==> config.mk <==
export PLATFORM = sky130hd
export DESIGN_NAME = sram_ctrl
export DESIGN_NICKNAME = d
export VERILOG_FILES = /design/src/rtl/sram_ctrl_pkg.sv /design/src/rtl/sram_phase_timer.sv /design/src/rtl/sram_dq_path.sv /design/src/rtl/sram_pin_reg.sv /design/src/rtl/sram_ctrl.sv
export SDC_FILE = /design/constraint.sdc
export NUM_CORES = 1
export LEC_CHECK = 0
export ABC_AREA = 1
export CAP_MARGIN = 20
export CORE_MARGIN = 4
export CORE_UTILIZATION = 45
export CTS_CLUSTER_SIZE = 25
export DETAILED_ROUTE_END_ITERATION = 7
export PLACE_DENSITY = 0.73
export SETUP_SLACK_MARGIN = 0.2
export SKIP_LAST_GASP = 1
export SLEW_MARGIN = 20
export SYNTH_ARGS = -nofsm -noshare
export SYNTH_HDL_FRONTEND = slang
export SYNTH_HIERARCHICAL = 1
export SYNTH_SLANG_ARGS = --single-unit
export TNS_END_PERCENT = 1
==> constraint.sdc <==
create_clock -name clk -period 6.6 [get_ports clk]
set_input_delay 0.99 -clock clk [delete_from_list [all_inputs] [get_ports clk]]
set_output_delay 0.99 -clock clk [all_outputs]
set_load 0.1 [all_outputs]
==> src/rtl/sram_ctrl_pkg.sv <==
package sram_ctrl_pkg;

  typedef enum logic [2:0] {
    ST_IDLE,
    ST_RD,
    ST_TURN,
    ST_WSET,
    ST_WPUL,
    ST_WREC,
    ST_SLEEP,
    ST_WAKE
  } ctl_state_t;

  function automatic int cyc_max(input int a, input int b);
    return (a > b) ? a : b;
  endfunction

endpackage

==> src/rtl/sram_phase_timer.sv <==
module sram_phase_timer #(
  parameter int CNT_W = 8
) (
  input  logic             clk,
  input  logic             rst,
  input  logic             load,
  input  logic [CNT_W-1:0] load_val,
  output logic             last
);

  logic [CNT_W-1:0] cnt;

  always_ff @(posedge clk) begin
    if (rst) begin
      cnt <= '0;
    end else if (load) begin
      cnt <= load_val - CNT_W'(1);
    end else if (cnt != '0) begin
      cnt <= cnt - CNT_W'(1);
    end
  end

  assign last = (cnt == '0);


  timer_hold_chk: assert property (@(posedge clk) disable iff (rst)
    (last && !load) |=> last);

endmodule

==> src/rtl/sram_dq_path.sv <==
module sram_dq_path #(
  parameter int DW = 8
) (
  input  logic          clk,
  input  logic          rst,
  input  logic          load_wr,
  input  logic [DW-1:0] wdata,
  input  logic          capture,
  input  logic [DW-1:0] dq_in,
  output logic [DW-1:0] dq_out,
  output logic [DW-1:0] rdata,
  output logic          rsp_valid
);

  always_ff @(posedge clk) begin
    if (rst) begin
      dq_out    <= '0;
      rdata     <= '0;
      rsp_valid <= 1'b0;
    end else begin
      rsp_valid <= capture;
      if (load_wr) dq_out <= wdata;
      if (capture) rdata  <= dq_in;
    end
  end


  rsp_pulse_chk: assert property (@(posedge clk) disable iff (rst)
    rsp_valid |=> !rsp_valid);

endmodule

==> src/rtl/sram_pin_reg.sv <==
module sram_pin_reg
  import sram_ctrl_pkg::*;
(
  input  logic       clk,
  input  logic       rst,
  input  ctl_state_t st_nxt,
  output logic       ce1_n,
  output logic       ce2,
  output logic       oe_n,
  output logic       we_n,
  output logic       dq_oe,
  output logic       park
);

  logic sel_d, rd_d, wp_d, drv_d, park_d;

  always_comb begin
    sel_d  = (st_nxt == ST_RD)   || (st_nxt == ST_WSET) ||
             (st_nxt == ST_WPUL) || (st_nxt == ST_WREC);
    rd_d   = (st_nxt == ST_RD);
    wp_d   = (st_nxt == ST_WPUL);
    drv_d  = (st_nxt == ST_WSET) || (st_nxt == ST_WPUL) || (st_nxt == ST_WREC);
    park_d = (st_nxt == ST_SLEEP);
  end

  always_ff @(posedge clk) begin
    if (rst) begin
      ce1_n <= 1'b1;
      ce2   <= 1'b0;
      oe_n  <= 1'b1;
      we_n  <= 1'b1;
      dq_oe <= 1'b0;
      park  <= 1'b0;
    end else begin
      ce1_n <= !sel_d;
      ce2   <= sel_d;
      oe_n  <= !rd_d;
      we_n  <= !wp_d;
      dq_oe <= drv_d;
      park  <= park_d;
    end
  end


  we_sel_chk: assert property (@(posedge clk) disable iff (rst)
    !we_n |-> (!ce1_n && ce2 && oe_n));


  bus_clash_chk: assert property (@(posedge clk) disable iff (rst)
    dq_oe |-> oe_n);


  strobe_end_chk: assert property (@(posedge clk) disable iff (rst)
    $rose(we_n) |-> (!ce1_n && ce2 && dq_oe));


  read_quiet_chk: assert property (@(posedge clk) disable iff (rst)
    !oe_n |-> (we_n && !dq_oe && !ce1_n));

endmodule

==> src/rtl/sram_ctrl.sv <==
module sram_ctrl
  import sram_ctrl_pkg::*;
#(
  parameter int AW        = 16,
  parameter int DW        = 8,
  parameter int RD_CYC    = 12,
  parameter int AS_CYC    = 1,
  parameter int WP_CYC    = 7,
  parameter int WR_CYC    = 1,
  parameter int WC_CYC    = 12,
  parameter int TA_CYC    = 4,
  parameter int RECOV_CYC = 500000
) (
  input  logic          clk,
  input  logic          rst,
  input  logic          sleep_req,
  output logic          sleep_ack,
  input  logic          req_valid,
  output logic          req_ready,
  input  logic          req_write,
  input  logic [AW-1:0] req_addr,
  input  logic [DW-1:0] req_wdata,
  output logic          rsp_valid,
  output logic [DW-1:0] rsp_rdata,
  output logic [AW-1:0] mem_addr,
  output logic          mem_ce1_n,
  output logic          mem_ce2,
  output logic          mem_oe_n,
  output logic          mem_we_n,
  output logic [DW-1:0] mem_dq_out,
  output logic          mem_dq_oe,
  input  logic [DW-1:0] mem_dq_in
);

  localparam int TAIL_CYC = (WC_CYC > AS_CYC + WP_CYC + WR_CYC) ?
                            (WC_CYC - AS_CYC - WP_CYC) : WR_CYC;
  localparam int MAX_CYC  = cyc_max(cyc_max(cyc_max(RD_CYC, TA_CYC),
                                            cyc_max(AS_CYC, WP_CYC)),
                                    cyc_max(TAIL_CYC, RECOV_CYC));
  localparam int CNT_W    = $clog2(MAX_CYC + 1);

  ctl_state_t       st, st_nxt;
  logic             ld, last, accept, capture;
  logic [CNT_W-1:0] ld_val;

  assign req_ready = (st == ST_IDLE) && !sleep_req;

  always_comb begin
    st_nxt  = st;
    ld      = 1'b0;
    ld_val  = '0;
    accept  = 1'b0;
    capture = 1'b0;
    unique case (st)
      ST_IDLE: begin
        if (sleep_req) begin
          st_nxt = ST_SLEEP;
        end else if (req_valid) begin
          accept = 1'b1;
          ld     = 1'b1;
          if (req_write) begin
            st_nxt = ST_WSET;
            ld_val = CNT_W'(AS_CYC);
          end else begin
            st_nxt = ST_RD;
            ld_val = CNT_W'(RD_CYC);
          end
        end
      end
      ST_RD: if (last) begin
        capture = 1'b1;
        st_nxt  = ST_TURN;
        ld      = 1'b1;
        ld_val  = CNT_W'(TA_CYC);
      end
      ST_TURN: if (last) st_nxt = ST_IDLE;
      ST_WSET: if (last) begin
        st_nxt = ST_WPUL;
        ld     = 1'b1;
        ld_val = CNT_W'(WP_CYC);
      end
      ST_WPUL: if (last) begin
        st_nxt = ST_WREC;
        ld     = 1'b1;
        ld_val = CNT_W'(TAIL_CYC);
      end
      ST_WREC: if (last) st_nxt = ST_IDLE;
      ST_SLEEP: if (!sleep_req) begin
        st_nxt = ST_WAKE;
        ld     = 1'b1;
        ld_val = CNT_W'(RECOV_CYC);
      end
      ST_WAKE: if (last) st_nxt = ST_IDLE;
    endcase
  end

  always_ff @(posedge clk) begin
    if (rst) begin
      st       <= ST_IDLE;
      mem_addr <= '0;
    end else begin
      st <= st_nxt;
      if (accept) mem_addr <= req_addr;
    end
  end

  sram_phase_timer #(.CNT_W(CNT_W)) u_timer (
    .clk      (clk),
    .rst      (rst),
    .load     (ld),
    .load_val (ld_val),
    .last     (last)
  );

  sram_pin_reg u_pins (
    .clk    (clk),
    .rst    (rst),
    .st_nxt (st_nxt),
    .ce1_n  (mem_ce1_n),
    .ce2    (mem_ce2),
    .oe_n   (mem_oe_n),
    .we_n   (mem_we_n),
    .dq_oe  (mem_dq_oe),
    .park   (sleep_ack)
  );

  sram_dq_path #(.DW(DW)) u_dq (
    .clk       (clk),
    .rst       (rst),
    .load_wr   (accept && req_write),
    .wdata     (req_wdata),
    .capture   (capture),
    .dq_in     (mem_dq_in),
    .dq_out    (mem_dq_out),
    .rdata     (rsp_rdata),
    .rsp_valid (rsp_valid)
  );


  cs_polarity_chk: assert property (@(posedge clk) disable iff (rst)
    mem_ce1_n == !mem_ce2);


  addr_hold_chk: assert property (@(posedge clk) disable iff (rst)
    (!mem_ce1_n && $past(!mem_ce1_n)) |-> $stable(mem_addr));


  turnaround_chk: assert property (@(posedge clk) disable iff (rst)
    $rose(mem_dq_oe) |-> ($past(mem_oe_n) && $past(mem_oe_n, 2)));


  parked_chk: assert property (@(posedge clk) disable iff (rst)
    sleep_ack |-> (mem_ce1_n && !mem_ce2 && !req_ready));


  wake_wait_chk: assert property (@(posedge clk) disable iff (rst)
    $fell(sleep_ack) |-> !req_ready);

endmodule

### Word-level counts from Yosys, hierarchy flattened

Cells that the tools add are included.

| cells by class | value |
|---|---|
| add/sub/neg operators | 2 |
| equal/unequal tests | 12 |
| multiplexer cells | 25 |
| reduce and logical (&&, ||, !) cells | 18 |

Operators by type and width:

| kind | number |
|---|---|
| 19-bit case mux with 4 select lines | 1 |
| 19-bit two-way mux | 3 |
| 19-bit by 1-bit subtractor with 19-bit output, second input constant | 2 |
| 3-bit two-way mux | 9 |
| 3-bit == test, second input constant | 7 |
| 19-bit zero test | 1 |
| 19-bit nonzero test | 1 |
| 3-bit case mux with 6 select lines | 1 |
| 4-bit two-way mux | 3 |
| 3-bit by 2-bit == test with 1-bit output, second input constant | 3 |
| 3-bit by 1-bit == test with 1-bit output, second input constant | 2 |
| 1-bit two-way mux | 6 |
| 3-bit OR reduction | 2 |
| 1-bit logical OR | 5 |
| 1-bit zero test | 4 |
| 3-bit zero test | 1 |
| 1-bit case mux with 3 select lines | 1 |
| 1-bit logical AND | 2 |
| 2-bit two-way mux | 1 |
| 2-bit nonzero test | 1 |
| 2-bit OR reduction | 1 |

| word-level totals | value |
|---|---|
| register bits after elaboration | 61 |
| bits of input ports | 37 |
| output and inout port bits | 40 |
| logic and storage cells | 69 |

### Longest topological paths before layout

Gate-level depths: netlist of run 1.

| depth | value |
|---|---|
| word-level depth | 9 |
| gate-level depth with buffers | 23 |
| depth with buffers taken out | 18 |

### By module

The synthesis of run 1 kept the hierarchy.

By module, submodules not included:

| module | times used | cells each | area an instance (um^2) | sequential area each (um^2) |
|---|---|---|---|---|
| sram_phase_timer | 1 | 256 | 1582.8 | 380.4 |
| sram_ctrl | 1 | 125 | 868.3 | 380.4 |
| sram_dq_path | 1 | 105 | 723.2 | 340.3 |
| sram_pin_reg | 1 | 19 | 181.4 | 120.1 |

### Least setup slack after synthesis of run 1

OpenSTA, ideal clock, no wires.

| timing | value |
|---|---|
| path kind | input-to-output |
| start point | in sleep_req |
| end point | out req_ready |
| arrival time | 2301 ps |
| required time | 5610 ps |
| slack | 3309 ps |
| stages | 1 |
| buffers on the path | 0 |
| cell sequence | nor2_1 |

| between the ends | value |
|---|---|
| cells in the longest elaborated chain, start to end | 2 |

Ends and longest elaborated chain:

| item | line | RTL |
|---|---|---|
| start: declaration | sram_ctrl.sv:16 | `input logic sleep_req,` |
| 1-bit zero test | - |  |
| 1-bit logical AND | sram_ctrl.sv:46 | `assign req_ready = (st == ST_IDLE) && !sleep_req;` |
| end: declaration | sram_ctrl.sv:19 | `output logic req_ready,` |

Every way passes these cells.

### Worst setup path in the final report of run 1

| timing | value |
|---|---|
| start point | in sleep_req |
| end point | reg u_timer.cnt[14] |

| between the ends | value |
|---|---|
| elaborated cells on any way between the ends | 9 |
| classes of those cells | add/sub (1); mux (7); reduce/logical (1) |

RTL lines:

| item | line | RTL |
|---|---|---|
| 1-bit two-way mux (on tied branches) | sram_ctrl.sv:88, sram_ctrl.sv:56 |  |
| 1-bit case mux with 3 select lines * | sram_ctrl.sv:54 | `unique case (st)` |
| via ld | sram_ctrl.sv:43 | `logic ld, last, accept, capture;` |
| 19-bit two-way mux / 2-bit nonzero test (equally long branches) | - |  |
| end signal: assignment | sram_phase_timer.sv:17 | `cnt <= load_val - CNT_W'(1);` |
| end signal: assignment | sram_phase_timer.sv:19 | `cnt <= cnt - CNT_W'(1);` |
| end: declaration | sram_phase_timer.sv:11 | `logic [CNT_W-1:0] cnt;` |

The timed path passes the listed nets; every way through them passes the cells marked *.
A chain may end at the register's enable or synchronous reset.

==> impl_metrics.ini, run 1 <==
[clock_tree]
root_buffer = clkbuf_8
cts_setup_buffers = 0
clk_path_buf_depth = 2
cts.sinks = 61
clk_latency_ps = 340
path_clk_slew_ps = 80
cts_tree = done
postCtsHoldBufs = 0
cts_made_buffers = 9
post_cts_resized = 0
htreeDepth = 3

[floorplanning]
fp-row-count = 31
start_util = 0.4627
die_w_um = 94.36
die_y_um = 94.36
coreArea_sq_um = 7253
die_area_sq_um = 8903
ios = 77

[grt]
grt_overflow = 0
grt_pass1_wl_mm = 14.32
grt_pass1_vias = 3066
grt_max_degree = 27
grt_usage = 0.2045
antenna_found_initial = 0

[power]
p_sw_uw = 1220
p_total_uw = 2258
pwr-share-clk = 0.148
p_int_uw = 1038
pwr-share-seq = 0.232
p_sw_frac = 0.5403
cellLeakagePower_uw = 0.002003
peakVddDrop_mv = 0.3074
pwr-share-comb = 0.620
p_per_area_nw_per_um2 = 524.4

[sta]
finalHoldViolations = 0
max_freq_mhz = 245.7
period_needed_ps = 4071
final.setup.tns_ps = 0
finalCritPeriodShare = 0.6168
hold_slack_ps = 468.7
worst_slew_pin_slew_ps = 1005
finalSetupViolations = 0
slew-limit-headroom = 0.3282
drv_slew = 0
skew_ps = 5.176
rsz0062_at_grt = false

[layout]
fin_area_sq_um = 4305
syn2layout_area_growth_pct = 28.30
fin_cells = 688
nFillCells = 716
nets = 622
antenna_cells = 0
drive_gt1_frac = 0.1154

[route]
drt_iter0_drc = 180
ant_nets = 0
routed_wl_mm = 8.424
wl_per_cell_um = 12.24
first_pass_iters = 4
vias = 3191
drc = 0
vias_per_cell = 4.638

[hold_path]
hold_class = reg -> reg

[logic_synthesis]
synth_top_area_cell = dfxtp_1
synthTopCellsByArea = dfxtp_1 (36%), nand2_1 (15%), nor2_1 (12%)
ys_warn_count = 6
yosysSeqAreaShare = 0.3639
synthesis.instances = 505
ys_types = 31
ys_ff_latch = 61
synth_area_sq_um = 3356
syn_area_per_cell_sq_um = 6.645
netlist.area_leader.share = 0.3639

[placement]
port_buffers = 76
place_inst = 672
place_congestion = 0.9313
hpwl_mm = 6.416
place_area_sq_um = 4104

[flow_run]
max_cap_violations = 0

[setup_path]
cp_slowest_cell = nand3_1
criticalPathCategory = in -> reg
cp_slowest_stage_delay_ps = 710
critical_path.top_delay_family = simple AND/OR/NAND/NOR gates
cp-end-kind = flip-flop
worstPathArrival_ps = 4290
timing.critical_path.mode_cell = nand3_1
cp_data_required_time_ps = 6820
crit_buf_inv = 2
startpoint_type = input port
worstPathCellList = clkdlybuf4s50_1, nor2_1, nand2_4, nand3_1, inv_4, nand2_1, nand2_2, ha_1, nand3_2, nor2_4, nand2_2, nor2_4, nand3_1, nand3_1, nor2_1
crit_path_max_fanout = 26

[outcome]
status = finished, final reports clean
synth_stat cells, drive strengths merged:
cell type,number
nand2,152
nor2,124
inv,71
dfxtp,61
nand3,28
o21ai,22
buf,16
a21oi,9
nand4,7
xor2,4
or2,3
a31oi,2
clkbuf,1
conb,1
ha,1
nand3b,1
nor3,1
nor4,1
area by class of cell:
class / instances / area [sq um] / area share
clock buffers: 9 / 123.9 / 0.02877
clock inverters: 7 / 75.07 / 0.01744
inverters: 71 / 271.5 / 0.06306
multi-input cells: 365 / 1729 / 0.4016
flip-flops and latches: 61 / 1221 / 0.2836
well taps: 99 / 123.9 / 0.02877
repair buffers: 76 / 760.7 / 0.1767
final timing paths:
path	start	to	slack (ps)	cells after the start
setup / recovery	sleep_req	u_timer/cnt[14]	2530	15
setup reg to reg	u_timer/cnt[8]	u_timer/cnt[14]	2780	16
hold / removal	u_dq/dq_out[7]	u_dq/dq_out[7]	470	2
hold reg to reg	u_dq/dq_out[7]	u_dq/dq_out[7]	470	2
power groups by stage:
stage          Clock [uW]  Combinational [uW]  Sequential (uW)
5_1_grt               359                1540              536
2_1_floorplan           0                 860              804
4_1_cts               344                1400              523
6_report              334                1400              524
3_5_place_dp            0                1390              531
3_3_place_gp            0                1360              531
tightest hold or removal path, stage by stage (launching register included):
cell and delay (ps):
dfxtp_1 310, nor2_1 80, nor2_1 50
placed cells by master (no fill, tap or decap), types with 2 or more instances in the layout:
cell | Yosys | final
nor2_4 | 8 | 8
nand2_1 | 130 | 130
nand3_1 | 25 | 25
nand3_2 | 3 | 3
inv_4 | 2 | 2
or2_2 | 2 | 2
o21ai_0 | 12 | 12
o21ai_2 | 2 | 2
inv_1 | 65 | 65
a31oi_1 | 2 | 2
nand2_2 | 13 | 13
nand4_1 | 7 | 7
xor2_1 | 4 | 4
clkbuf_8 | 0 | 9
inv_2 | 4 | 4
a21oi_1 | 9 | 9
clkdlybuf4s50_1 | 0 | 76
nor2_2 | 7 | 8
conb_1 | 1 | 10
clkinvlp_4 | 0 | 3
o21ai_1 | 8 | 8
dfxtp_1 | 61 | 61
nand2_4 | 9 | 9
nor2_1 | 108 | 107
per-stage QoR:
stage / worst slack, ps / utilization
after global placement: 2323 / 0.5658
after CTS: 2580 / 0.5932
after detailed placement: 2208 / 0.5658
after floorplan: 3309 / -
after global routing: 2162 / 0.5936
final: 2529 / 0.5936
registers in the layout, summed over array words and instances (netlist names), 3 cells and up:
register and count:
mem_addr 16, st 3, u_dq/dq_out 8, u_dq/rdata 8, u_timer/cnt 19
metal layers:
metal	vias to the layer above	routed length (um)	GRT usage
met5	-	0	0
met4	0	175	0.09507
met3	15	580	0.05020
met2	99	3864	0.3239
met1	1398	3804	0.2620
li1	1679	-	-
cells by family after synthesis:
family                   after synthesis  synth area share
other                                  1          0.001117
adder cells (fa/ha/maj)                1          0.003728
XOR/XNOR                               4           0.01044
AND/OR/NAND/NOR                      317            0.4370
flip-flops                            61            0.3639
buffers and inverters                 88            0.1316
AO/OA/AOI/OAI                         33           0.05220
(Power assumes the default switching activity.)
==> inputs of run 2 (changes only) <==
clock period = 4.1 ns   (was 6.6 ns; I/O delays follow)
==> run 2 against run 1 <==
Via count is 1.6% lower. Clock-buffer cell count is 4 higher. Sequential share of layout area hardly changed. Critical endpoint is now u_timer/cnt[2]. Worst hold slack worse by 1.3 ps. Largest cell class unchanged. Combinational power is 59% higher. Worst setup slack worse by 1700 ps. Highest routed layer unchanged.
==> impl_metrics.ini, run 2 (synthesized netlist as in run 1, its figures left out) <==
[setup_path]
criticalPathCategory = reg -> reg
cp_data_required_time_ps = 4360
cp_slowest_stage_delay_ps = 660
worstPathCellList = or2_2, nor4_1, nand2_1, nand3_1, inv_4, nand3_1, nand2_1, a31oi_1
r2r_setup_slack_ps = 840
startpoint = u_timer/cnt[8]
crit_path_max_fanout = 23
cp_slowest_cell = nor4_1
worstPathArrival_ps = 3510
ff2ff_path_depth = 8
r2r-start = u_timer/cnt[8]
cp-end-kind = flip-flop
startpoint_type = flip-flop
critical_path.top_delay_family = simple AND/OR/NAND/NOR gates
r2r_end = u_timer/cnt[2]
crit_buf_inv = 1

[layout]
syn2layout_area_growth_pct = 28.26
layout_commonest_cell = nand2_1
multi_input_area_sq_um = 1727
final_util = 0.5934
regArea_sq_um = 1221
drive_gt1_frac = 0.1168
top_register = u_timer/cnt
largest_reg_flops = 19
nets = 624
antenna_cells = 0
final_cell_mix = nand2_1 (130), nor2_1 (108), clkdlybuf4s50_1 (75)
nFillCells = 699
top_regs = u_timer/cnt x19, mem_addr x16

[sta]
rsz0062_at_grt = false
drv_slew = 0
skew_ps = 9.221
finalHoldViolations = 0
max_freq_mhz = 306.8
finalCritPeriodShare = 0.7949
final.setup.tns_ps = 0
slew-limit-headroom = 0.3258
finalSetupViolations = 0
period_needed_ps = 3259
worst_slew_pin_slew_ps = 1008

[hold_path]
worstHoldStart = u_dq/dq_out[6]
whs_endpoint = u_dq/dq_out[6]
hold_class = reg -> reg
hold_path_depth = 2

[floorplanning]
start_util = 0.4627
fp-row-count = 31
die_w_um = 94.36
ios = 77
die_area_sq_um = 8903
die_y_um = 94.36
coreArea_sq_um = 7253

[clock_tree]
postCtsHoldBufs = 0
cts_made_buffers = 9
cts_tree = done
clk_latency_ps = 340
clk_path_buf_depth = 2
root_buffer = clkbuf_8
htreeDepth = 3
cts.sinks = 61
cts_setup_buffers = 0
path_clk_slew_ps = 70
post_cts_resized = 0

[grt]
antenna_found_initial = 0
grt_pass1_vias = 2996
grt_max_degree = 24
grt_usage = 0.1958
grt_pass1_wl_mm = 13.75
grt_overflow = 0

[outcome]
status = finished, final reports clean

[route]
drc = 0
routed_wl_mm = 8.102
drt_iter0_drc = 165
ant_nets = 0
vias_per_cell = 4.551
wl_per_cell_um = 11.74
vias = 3140
first_pass_iters = 4

[power]
peakVddDrop_mv = 0.5114
p_per_area_nw_per_um2 = 827.2
cellLeakagePower_uw = 0.002022

[placement]
port_buffers = 76
place_congestion = 0.9040
hpwl_mm = 6.196

[flow_run]
max_cap_violations = 0
## run 2: power by group
| part | switching [uW] | internal [uW] | leakage, uW |
|---|---|---|---|
| registers | 93.9 | 748 | 0.000499 |
| clock network | 231 | 268 | 0.0000994 |
| logic | 1570 | 646 | 0.00142 |
| total | 1900 | 1660 | 0.00202 |
## run 2: per-layer routing
metal | part of all wire | global-route usage | wire, um | vias to the layer above
met5 | 0 | 0 | 0 | -
met4 | 0.013 | 0.05415 | 104 | 0
met3 | 0.067 | 0.06056 | 541 | 9
met2 | 0.47 | 0.3375 | 3824 | 87
met1 | 0.45 | 0.2354 | 3632 | 1367
li1 | - | - | - | 1677
## run 2: worst reg2reg max path, stage by stage (launching register included)
cell and delay, ps:
dfxtp_1 320, or2_2 300, nor4_1 660, nand2_1 170, nand3_1 340, inv_4 220, nand3_1 440, nand2_1 460
a31oi_1 280
## run 2: worst max path at each step
stage | end | slack (ps) | depth (start not counted)
3_5_place_dp | u_timer/cnt[18] | 620 | 15
6_report | u_timer/cnt[2] | 840 | 8
2_1_floorplan | u_timer/cnt[18] | 1370 | 18
4_1_cts | u_timer/cnt[18] | 880 | 18
3_3_place_gp | u_timer/cnt[18] | 760 | 15
5_1_grt | u_timer/cnt[6] | 460 | 9
## run 2: cell type report
class                   instances  area share
clock buffers                  13     0.03924
well taps                      99     0.02878
inverters                      71     0.06308
flip-flops and latches         61      0.2837
repair buffers                 78      0.1797
clock inverters                 3    0.004360
multi-input cells             365      0.4012
## run 2: through the flow
stage	hold WS, ps	std cells	instance area, sq um	total power, uW	worst slack [ps]
2_1_floorplan	537.0	514	3390	2680	1366
3_3_place_gp	457.8	674	4116	3032	758.0
3_5_place_dp	462.5	674	4116	3057	623.2
4_1_cts	471.8	690	4304	3570	880.8
5_1_grt	497.7	690	4304	3843	459.7
6_report	467.3	690	4304	3560	841.1
